File: src/rtl/uart_irda_pkg.sv
package uart_irda_pkg;

    typedef enum logic [1:0] {
        PH_IDLE  = 2'd0,
        PH_START = 2'd1,
        PH_DATA  = 2'd2,
        PH_STOP  = 2'd3
    } frame_phase_e;

endpackage

File: src/rtl/uart_sync_chain.sv
module uart_sync_chain #(
    parameter int   STAGES  = 2,
    parameter logic RST_VAL = 1'b1
) (
    input  logic clk,
    input  logic rst_n,
    input  logic d,
    output logic q
);
    logic [STAGES-1:0] sr_d, sr_q;

    always_comb begin
        sr_d = {sr_q[STAGES-2:0], d};
    end

    always_ff @(posedge clk or negedge rst_n) begin
        if (!rst_n) sr_q <= {STAGES{RST_VAL}};
        else        sr_q <= sr_d;
    end

    assign q = sr_q[STAGES-1];
endmodule

File: src/rtl/uart_tx_eng.sv
module uart_tx_eng
    import uart_irda_pkg::*;
#(
    parameter int DATA_BITS = 8,
    parameter int OVS       = 16,
    parameter int IR_PULSE  = 3
) (
    input  logic                 clk,
    input  logic                 rst_n,
    input  logic                 tick16,
    input  logic                 cfg_irda,
    input  logic                 cfg_txpol,
    input  logic                 cfg_ignore_cts,
    input  logic                 cts_sync_n,
    input  logic [DATA_BITS-1:0] tx_data,
    input  logic                 tx_load,
    output logic                 tx_busy,
    output logic                 tx_line
);
    localparam int CNT_W  = $clog2(OVS);
    localparam int BITS_W = $clog2(DATA_BITS);
    localparam logic [CNT_W-1:0]  LAST     = CNT_W'(OVS - 1);
    localparam logic [CNT_W-1:0]  PULSE_LN = CNT_W'(IR_PULSE);
    localparam logic [BITS_W-1:0] LAST_BIT = BITS_W'(DATA_BITS - 1);

    typedef struct packed {
        frame_phase_e         ph;
        logic [CNT_W-1:0]     cnt;
        logic [BITS_W-1:0]    bitn;
        logic [DATA_BITS-1:0] sh;
        logic [DATA_BITS-1:0] hold;
        logic                 full;
        logic                 line;
    } tx_regs_t;

    tx_regs_t r_d, r_q;
    logic     cts_ok;
    logic     raw_bit;
    logic     ir_pulse;

    assign cts_ok = cfg_ignore_cts | ~cts_sync_n;

    always_comb begin
        r_d = r_q;
        if (tx_load && !r_q.full) begin
            r_d.hold = tx_data;
            r_d.full = 1'b1;
        end
        if (tick16) begin
            if (r_q.ph == PH_IDLE) begin
                if (r_q.full && cts_ok) begin
                    r_d.ph   = PH_START;
                    r_d.cnt  = '0;
                    r_d.bitn = '0;
                    r_d.sh   = r_q.hold;
                    r_d.full = 1'b0;
                end
            end else begin
                r_d.cnt = r_q.cnt + 1'b1;
                if (r_q.cnt == LAST) begin
                    case (r_q.ph)
                        PH_START: r_d.ph = PH_DATA;
                        PH_DATA: begin
                            r_d.sh   = r_q.sh >> 1;
                            r_d.bitn = r_q.bitn + 1'b1;
                            if (r_q.bitn == LAST_BIT) r_d.ph = PH_STOP;
                        end
                        default: r_d.ph = PH_IDLE;
                    endcase
                end
            end
        end
        case (r_d.ph)
            PH_START: raw_bit = 1'b0;
            PH_DATA:  raw_bit = r_d.sh[0];
            default:  raw_bit = 1'b1;
        endcase
        ir_pulse = (r_d.ph != PH_IDLE) && !raw_bit && (r_d.cnt < PULSE_LN);
        r_d.line = (cfg_irda ? ir_pulse : raw_bit) ^ cfg_txpol;
    end

    always_ff @(posedge clk or negedge rst_n) begin
        if (!rst_n) begin
            r_q.ph   <= PH_IDLE;
            r_q.cnt  <= '0;
            r_q.bitn <= '0;
            r_q.sh   <= '0;
            r_q.hold <= '0;
            r_q.full <= 1'b0;
            r_q.line <= 1'b1;
        end else begin
            r_q <= r_d;
        end
    end

    assign tx_busy = r_q.full || (r_q.ph != PH_IDLE);
    assign tx_line = r_q.line;

    frame_phase_e ph_w;
    assign ph_w = r_q.ph;

    AST_TX_TICK_ONLY: assert property (@(posedge clk) disable iff (!rst_n)
        !tick16 |=> $stable(ph_w));
    AST_TX_CTS_GATE: assert property (@(posedge clk) disable iff (!rst_n)
        (ph_w == PH_IDLE && !cfg_ignore_cts && cts_sync_n) |=> (ph_w == PH_IDLE));
endmodule

File: src/rtl/uart_rx_eng.sv
module uart_rx_eng
    import uart_irda_pkg::*;
#(
    parameter int DATA_BITS   = 8,
    parameter int OVS         = 16,
    parameter int SYNC_STAGES = 2
) (
    input  logic                 clk,
    input  logic                 rst_n,
    input  logic                 tick16,
    input  logic                 cfg_irda,
    input  logic                 cfg_rxpol,
    input  logic                 rx_line,
    input  logic                 rx_read,
    input  logic                 ovr_clr,
    output logic [DATA_BITS-1:0] rx_data,
    output logic                 rx_valid,
    output logic                 rx_frame_err,
    output logic                 rx_overrun,
    output logic                 ovr_pending
);
    localparam int CNT_W  = $clog2(OVS);
    localparam int BITS_W = $clog2(DATA_BITS);
    localparam logic [CNT_W-1:0]  LAST     = CNT_W'(OVS - 1);
    localparam logic [CNT_W-1:0]  MID      = CNT_W'(OVS / 2);
    localparam logic [CNT_W-1:0]  IR_STOP  = CNT_W'((OVS * 5) / 8);
    localparam logic [BITS_W-1:0] LAST_BIT = BITS_W'(DATA_BITS - 1);

    typedef struct packed {
        frame_phase_e         ph;
        logic [CNT_W-1:0]     cnt;
        logic [BITS_W-1:0]    bitn;
        logic [DATA_BITS-1:0] sh;
        logic                 seen;
        logic [DATA_BITS-1:0] data;
        logic                 full;
        logic                 ferr;
        logic                 ovr;
    } rx_regs_t;

    rx_regs_t r_d, r_q;
    logic     line_s;
    logic     zero_now;
    logic     bit_val;
    logic     stop_ok;
    logic [CNT_W-1:0] stop_pt;

    uart_sync_chain #(.STAGES(SYNC_STAGES), .RST_VAL(1'b1)) u_rx_sync (
        .clk   (clk),
        .rst_n (rst_n),
        .d     (rx_line ^ cfg_rxpol),
        .q     (line_s)
    );

    assign zero_now = cfg_irda ? line_s : ~line_s;
    assign stop_pt  = cfg_irda ? IR_STOP : MID;

    always_comb begin
        r_d     = r_q;
        bit_val = 1'b1;
        stop_ok = 1'b1;
        if (rx_read) begin
            r_d.full = 1'b0;
            r_d.ferr = 1'b0;
        end
        if (ovr_clr) r_d.ovr = 1'b0;
        if (tick16) begin
            if (r_q.ph == PH_IDLE) begin
                if (zero_now) begin
                    r_d.ph   = PH_START;
                    r_d.cnt  = CNT_W'(1);
                    r_d.bitn = '0;
                    r_d.seen = 1'b1;
                end
            end else begin
                r_d.cnt  = r_q.cnt + 1'b1;
                r_d.seen = r_q.seen | zero_now;
                case (r_q.ph)
                    PH_START: begin
                        if (!cfg_irda && r_q.cnt == MID && !zero_now) begin
                            r_d.ph = PH_IDLE;
                        end else if (r_q.cnt == LAST) begin
                            r_d.ph   = PH_DATA;
                            r_d.seen = 1'b0;
                        end
                    end
                    PH_DATA: begin
                        if (!cfg_irda && r_q.cnt == MID) begin
                            r_d.sh = {~zero_now, r_q.sh[DATA_BITS-1:1]};
                        end
                        if (r_q.cnt == LAST) begin
                            if (cfg_irda) begin
                                bit_val = ~(r_q.seen | zero_now);
                                r_d.sh  = {bit_val, r_q.sh[DATA_BITS-1:1]};
                            end
                            r_d.seen = 1'b0;
                            r_d.bitn = r_q.bitn + 1'b1;
                            if (r_q.bitn == LAST_BIT) r_d.ph = PH_STOP;
                        end
                    end
                    default: begin
                        if (r_q.cnt == stop_pt) begin
                            stop_ok = cfg_irda ? ~(r_q.seen | zero_now) : ~zero_now;
                            r_d.ph  = PH_IDLE;
                            if (r_q.full && !rx_read) begin
                                r_d.ovr = 1'b1;
                            end else begin
                                r_d.data = r_q.sh;
                                r_d.full = 1'b1;
                                r_d.ferr = ~stop_ok;
                            end
                        end
                    end
                endcase
            end
        end
    end

    always_ff @(posedge clk or negedge rst_n) begin
        if (!rst_n) begin
            r_q.ph   <= PH_IDLE;
            r_q.cnt  <= '0;
            r_q.bitn <= '0;
            r_q.sh   <= '0;
            r_q.seen <= 1'b0;
            r_q.data <= '0;
            r_q.full <= 1'b0;
            r_q.ferr <= 1'b0;
            r_q.ovr  <= 1'b0;
        end else begin
            r_q <= r_d;
        end
    end

    assign rx_data      = r_q.data;
    assign rx_valid     = r_q.full;
    assign rx_frame_err = r_q.ferr;
    assign rx_overrun   = r_q.ovr;
    assign ovr_pending  = r_q.full && (r_q.ph != PH_IDLE);

    AST_RX_HOLD_STABLE: assert property (@(posedge clk) disable iff (!rst_n)
        (rx_valid && !rx_read) |=> (rx_valid && $stable(rx_data)));
    AST_OVR_STICKY: assert property (@(posedge clk) disable iff (!rst_n)
        (rx_overrun && !ovr_clr) |=> rx_overrun);
    AST_RX_READ_CLEARS: assert property (@(posedge clk) disable iff (!rst_n)
        (rx_read && !tick16) |=> !rx_valid);
endmodule

File: src/rtl/uart_flow_ctl.sv
module uart_flow_ctl #(
    parameter int SYNC_STAGES = 2
) (
    input  logic clk,
    input  logic rst_n,
    input  logic cts_n,
    input  logic cfg_cts_evt_en,
    input  logic cts_evt_clr,
    input  logic cfg_rts_direct,
    input  logic cfg_rts_level,
    input  logic ovr_pending,
    output logic cts_sync_n,
    output logic cts_evt,
    output logic rts_n
);
    typedef struct packed {
        logic prev;
        logic evt;
        logic rts;
    } flow_regs_t;

    flow_regs_t r_d, r_q;
    logic       cts_s;

    uart_sync_chain #(.STAGES(SYNC_STAGES), .RST_VAL(1'b1)) u_cts_sync (
        .clk   (clk),
        .rst_n (rst_n),
        .d     (cts_n),
        .q     (cts_s)
    );

    always_comb begin
        r_d      = r_q;
        r_d.prev = cts_s;
        if (cts_evt_clr) r_d.evt = 1'b0;
        if (cfg_cts_evt_en && (cts_s != r_q.prev)) r_d.evt = 1'b1;
        r_d.rts  = cfg_rts_direct ? cfg_rts_level : ovr_pending;
    end

    always_ff @(posedge clk or negedge rst_n) begin
        if (!rst_n) begin
            r_q.prev <= 1'b1;
            r_q.evt  <= 1'b0;
            r_q.rts  <= 1'b0;
        end else begin
            r_q <= r_d;
        end
    end

    assign cts_sync_n = cts_s;
    assign cts_evt    = r_q.evt;
    assign rts_n      = r_q.rts;

    AST_RTS_PENDING: assert property (@(posedge clk) disable iff (!rst_n)
        (!cfg_rts_direct && ovr_pending) |=> rts_n);
    AST_CTS_EVT_SET: assert property (@(posedge clk) disable iff (!rst_n)
        (cfg_cts_evt_en && (cts_s != r_q.prev)) |=> cts_evt);
endmodule

File: src/rtl/uart_irda_core.sv
module uart_irda_core #(
    parameter int DATA_BITS   = 8,
    parameter int OVS         = 16,
    parameter int IR_PULSE    = 3,
    parameter int SYNC_STAGES = 2
) (
    input  logic                 clk,
    input  logic                 rst_n,
    input  logic                 tick16,
    input  logic                 cfg_irda,
    input  logic                 cfg_txpol,
    input  logic                 cfg_rxpol,
    input  logic                 cfg_ignore_cts,
    input  logic                 cfg_cts_evt_en,
    input  logic                 cts_evt_clr,
    input  logic                 cfg_rts_direct,
    input  logic                 cfg_rts_level,
    input  logic [DATA_BITS-1:0] tx_data,
    input  logic                 tx_load,
    output logic                 tx_busy,
    output logic                 tx_line,
    input  logic                 rx_line,
    input  logic                 rx_read,
    input  logic                 ovr_clr,
    output logic [DATA_BITS-1:0] rx_data,
    output logic                 rx_valid,
    output logic                 rx_frame_err,
    output logic                 rx_overrun,
    input  logic                 cts_n,
    output logic                 cts_state_n,
    output logic                 cts_evt,
    output logic                 rts_n
);
    logic cts_sync_n;
    logic ovr_pending;

    uart_flow_ctl #(.SYNC_STAGES(SYNC_STAGES)) u_flow (
        .clk            (clk),
        .rst_n          (rst_n),
        .cts_n          (cts_n),
        .cfg_cts_evt_en (cfg_cts_evt_en),
        .cts_evt_clr    (cts_evt_clr),
        .cfg_rts_direct (cfg_rts_direct),
        .cfg_rts_level  (cfg_rts_level),
        .ovr_pending    (ovr_pending),
        .cts_sync_n     (cts_sync_n),
        .cts_evt        (cts_evt),
        .rts_n          (rts_n)
    );

    uart_tx_eng #(.DATA_BITS(DATA_BITS), .OVS(OVS), .IR_PULSE(IR_PULSE)) u_tx (
        .clk            (clk),
        .rst_n          (rst_n),
        .tick16         (tick16),
        .cfg_irda       (cfg_irda),
        .cfg_txpol      (cfg_txpol),
        .cfg_ignore_cts (cfg_ignore_cts),
        .cts_sync_n     (cts_sync_n),
        .tx_data        (tx_data),
        .tx_load        (tx_load),
        .tx_busy        (tx_busy),
        .tx_line        (tx_line)
    );

    uart_rx_eng #(.DATA_BITS(DATA_BITS), .OVS(OVS), .SYNC_STAGES(SYNC_STAGES)) u_rx (
        .clk          (clk),
        .rst_n        (rst_n),
        .tick16       (tick16),
        .cfg_irda     (cfg_irda),
        .cfg_rxpol    (cfg_rxpol),
        .rx_line      (rx_line),
        .rx_read      (rx_read),
        .ovr_clr      (ovr_clr),
        .rx_data      (rx_data),
        .rx_valid     (rx_valid),
        .rx_frame_err (rx_frame_err),
        .rx_overrun   (rx_overrun),
        .ovr_pending  (ovr_pending)
    );

    assign cts_state_n = cts_sync_n;
endmodule

File: config.mk
export PLATFORM = sky130hd
export DESIGN_NAME = uart_irda_core
export DESIGN_NICKNAME = d
export VERILOG_FILES = /design/src/rtl/uart_irda_pkg.sv /design/src/rtl/uart_sync_chain.sv /design/src/rtl/uart_tx_eng.sv /design/src/rtl/uart_rx_eng.sv /design/src/rtl/uart_flow_ctl.sv /design/src/rtl/uart_irda_core.sv
export SDC_FILE = /design/constraint.sdc
export NUM_CORES = 1
export LEC_CHECK = 0
export BUFFER_PORTS_ARGS = -buffer_cell sky130_fd_sc_hd__buf_4
export CORE_ASPECT_RATIO = 0.9
export CORE_MARGIN = 2
export CORE_UTILIZATION = 54
export CTS_BUF_LIST = sky130_fd_sc_hd__clkbuf_8
export DETAILED_ROUTE_END_ITERATION = 16
export PLACE_DENSITY = 0.78
export SETUP_SLACK_MARGIN = 0.02
export SLEW_MARGIN = 20
export SYNTH_ARGS = -nofsm -noshare
export SYNTH_HDL_FRONTEND = slang
export SYNTH_SLANG_ARGS = --single-unit
File: constraint.sdc
create_clock -name clk -period 2 [get_ports clk]
set_clock_uncertainty 0.05 [all_clocks]
set_input_delay 0.1 -clock clk [delete_from_list [all_inputs] [get_ports clk]]
set_output_delay 0.1 -clock clk [all_outputs]
set_load 0.005 [all_outputs]
==> results.yml <==
logic_synthesis:
  yosysMostFrequentCell: "dfrtp_1"
  yosysUniqueCellTypes: 51
  syn_avg_cell_area_sq_um: 11.14
  synth_common_cells: "dfrtp_1, nand2_1, o21ai_0"
  syn_area_sq_um: 2987
  synth-edff-count: 0
  syn_nets: 304
  async_reset_ff_frac: 1.000
  synth-seq-area-share: 0.5304
  yosysTopAreaCell: "dfrtp_1"
  synth_area_leaders: "dfrtp_1, mux2_2, dfstp_2"
  synth_flop_cell: "dfrtp_1"
  ys_ff_latch: 63
  synth_cells: 268
  synth_top_area_share: 0.4776
  yosys_warnings: 0
detailed_routing:
  post-route-drc-count: 0
  ant_nets: 0
  wire_per_inst_microns: 15.71
  vias: 2327
  vias_per_cell: 5.501
  drtPass1Iterations: 4
  dr.first_iter.drc_count: 100
  routed_wl_mm: 6.647
cts:
  clockBufferDepth: 2
  clkTransAtPathRegs_ns: 0.07
  cts.sinks: 63
  cts_buffers: 9
  htreeDepth: 3
  root_buffer: "clkbuf_8"
  clock_latency_ns: 0.34
  cts_tree: "done"
grt:
  antenna_found_initial: 0
  grt_usage: 0.2414
  grt_pass1_vias: 2355
  grt_start_max_net_pins: 64
  grt_pass1_wl_mm: 10.86
  overflow: 0
sta:
  setup_viol: 1
  period_share: 1.090
  layout_min_cycle_time_ns: 2.180
  worst_pin_slew_ns: 0.7603
  fin_ws_ns: -0.1798
  drv_slew: 0
  hold_ws_ns: 0.1057
  finalHoldViolations: 0
  max_freq_ghz: 0.4588
  rsz0062_at_grt: "yes"
  slew-limit-headroom: 0.4931
final_layout:
  final_layout_size_suffix_gt1_frac: 0.4045
  diodes: 0
  areaGrowthSynthToFinish_pct: 34.14
  nets: 387
floorplanning:
  row_count: 25
  die_w_microns: 82.39
  dieHeight_microns: 74.55
  die-area_sq_um: 6142
  ioPinCount: 40
  start_util: 0.5650
  core-area_sq_um: 5286
setup_path:
  critPathBufInv: 1
  path_max_fanout: 5
  cp_top_family: "simple AND/OR/NAND/NOR gates"
  start_kind: "register"
  crit_type: "register to register"
  crit_arrival_ns: 2.38
  path_cells: "inv_2 -> ha_4 -> and2b_4 -> a31oi_4 -> a211oi_2 -> nor3_2 -> or4_1 -> o2111ai_2"
  cp_slowest_cell: "or4_1"
  crit_path_end_kind: "register"
  rrSetupSlack_ns: -0.18
  slowest_delay_ns: 0.53
  cp_data_required_time_ns: 2.20
placed_design:
  io_buffers: 39
  dp_hpwl_mm: 4.147
  place_congestion: 0.8311
  dpl_worst_slack_ns: -0.1705
pwr:
  p_per_area_nw_per_um2: 1093
  finalPower_mw: 4.379
  power.leakage_nw: 1.954
  vdd_drop_max_mv: 0.8043
outcome:
  run_status: "finished with violations"
  violations: "setup timing"
worst_hold_path:
  hold_path.class: "primary input to register"
run:
  cap_violations: 0
worst paths after layout:
path | startpoint | endpoint | cells after the start
min in group asynchronous | rst_n | u_tx.r_q[12]$_DFFE_PN0P_ | 2
hold reg to reg | u_flow.u_cts_sync.sr_q[0]$_DFF_PN1_ | u_flow.u_cts_sync.sr_q[1]$_DFF_PN1_ | 0
setup / recovery | u_tx.ph_w[0]$_DFF_PN0_ | u_tx.tx_line$_DFF_PN1_ | 8
setup reg to reg | u_tx.ph_w[0]$_DFF_PN0_ | u_tx.tx_line$_DFF_PN1_ | 8
max in group asynchronous | rst_n | u_rx.r_q[24]$_DFFE_PN0P_ | 2
hold / removal | cfg_txpol | u_tx.tx_line$_DFF_PN1_ | 3
sequential cells by signal (all words and copies together) (netlist names), 2 cells and up:
signal,count
u_flow.u_cts_sync.sr_q,2
u_rx.r_q,18
u_tx.ph_w,2
u_rx.u_rx_sync.sr_q,2
u_tx.r_q,24
u_rx.rx_data,8
report_power, final:
| part | internal (mW) | switching (mW) | total (mW) |
|---|---|---|---|
| clock | 0.692 | 0.485 | 1.18 |
| sequential | 1.59 | 0.224 | 1.81 |
| combinational | 0.742 | 0.651 | 1.39 |
logic make-up (layout without fill, tap and decap cells):
group	count (synthesis)	after routing	share of synthesized area
simple gates	80	80	0.1399
buf+inv	33	121	0.05613
mux	26	26	0.09719
flops	63	63	0.5304
xor+xnor	4	4	0.01173
fa+ha+maj	12	12	0.05027
compound gates	50	50	0.1144
worst min-delay path, stage by stage:
cell       delay [ns]
buf_4            0.09
or4_1            0.14
o2111ai_2        0.13
per-layer routing:
layer  global-route usage  share of wire  vias to the layer above
li1                     -              -                     1108
met1               0.2804           0.42                     1144
met2               0.4104           0.51                       62
met3              0.07524          0.048                       13
met4               0.1093          0.019                        0
met5                    0              0                        -
what timing repair did:
item	4_1_cts	5_1_grt
hold buffers	19	0
setup buffers	5	6
endpoints found under the setup margin	11	17
hold endpoints to repair	72	0
pin swaps	6	4
resized for setup	13	13
gates cloned	0	0
layout by cell type (no fill, tap or decap), types with 4 or more instances in the layout:
cell           instances
dfstp_2                6
a22oi_1                8
inv_2                  6
nand2_1               30
dfrtp_1               55
nand3_1                7
nor2_1                11
a22o_1                 4
mux2_1                 5
ha_1                   9
o21ai_0               18
inv_1                 11
buf_4                 70
clkbuf_8               9
dlygate4sd3_1         19
mux2_2                18
cell type report:
type,instances,area [sq um]
clock buffer,9,123.9
timing repair buffer,89,715.7
fill,348,1280
tap,67,83.83
clock inverter,7,88.84
sequential,63,1587
inverter,16,60.06
multi-input combinational,172,1348
per-stage QoR:
stage	std cells	utilization	cell area (sq um)	setup TNS (ns)
after detailed placement	377	0.6447	3408	-0.1889
final	423	0.7579	4006	-0.1798
after floorplan	268	-	2995	-0.05943
after CTS	417	0.7392	3908	-0.09137
after global placement	377	0.6447	3408	-0.06659
after global routing	423	0.7579	4006	-0.2194
Power figures use the tool's default switching activity.
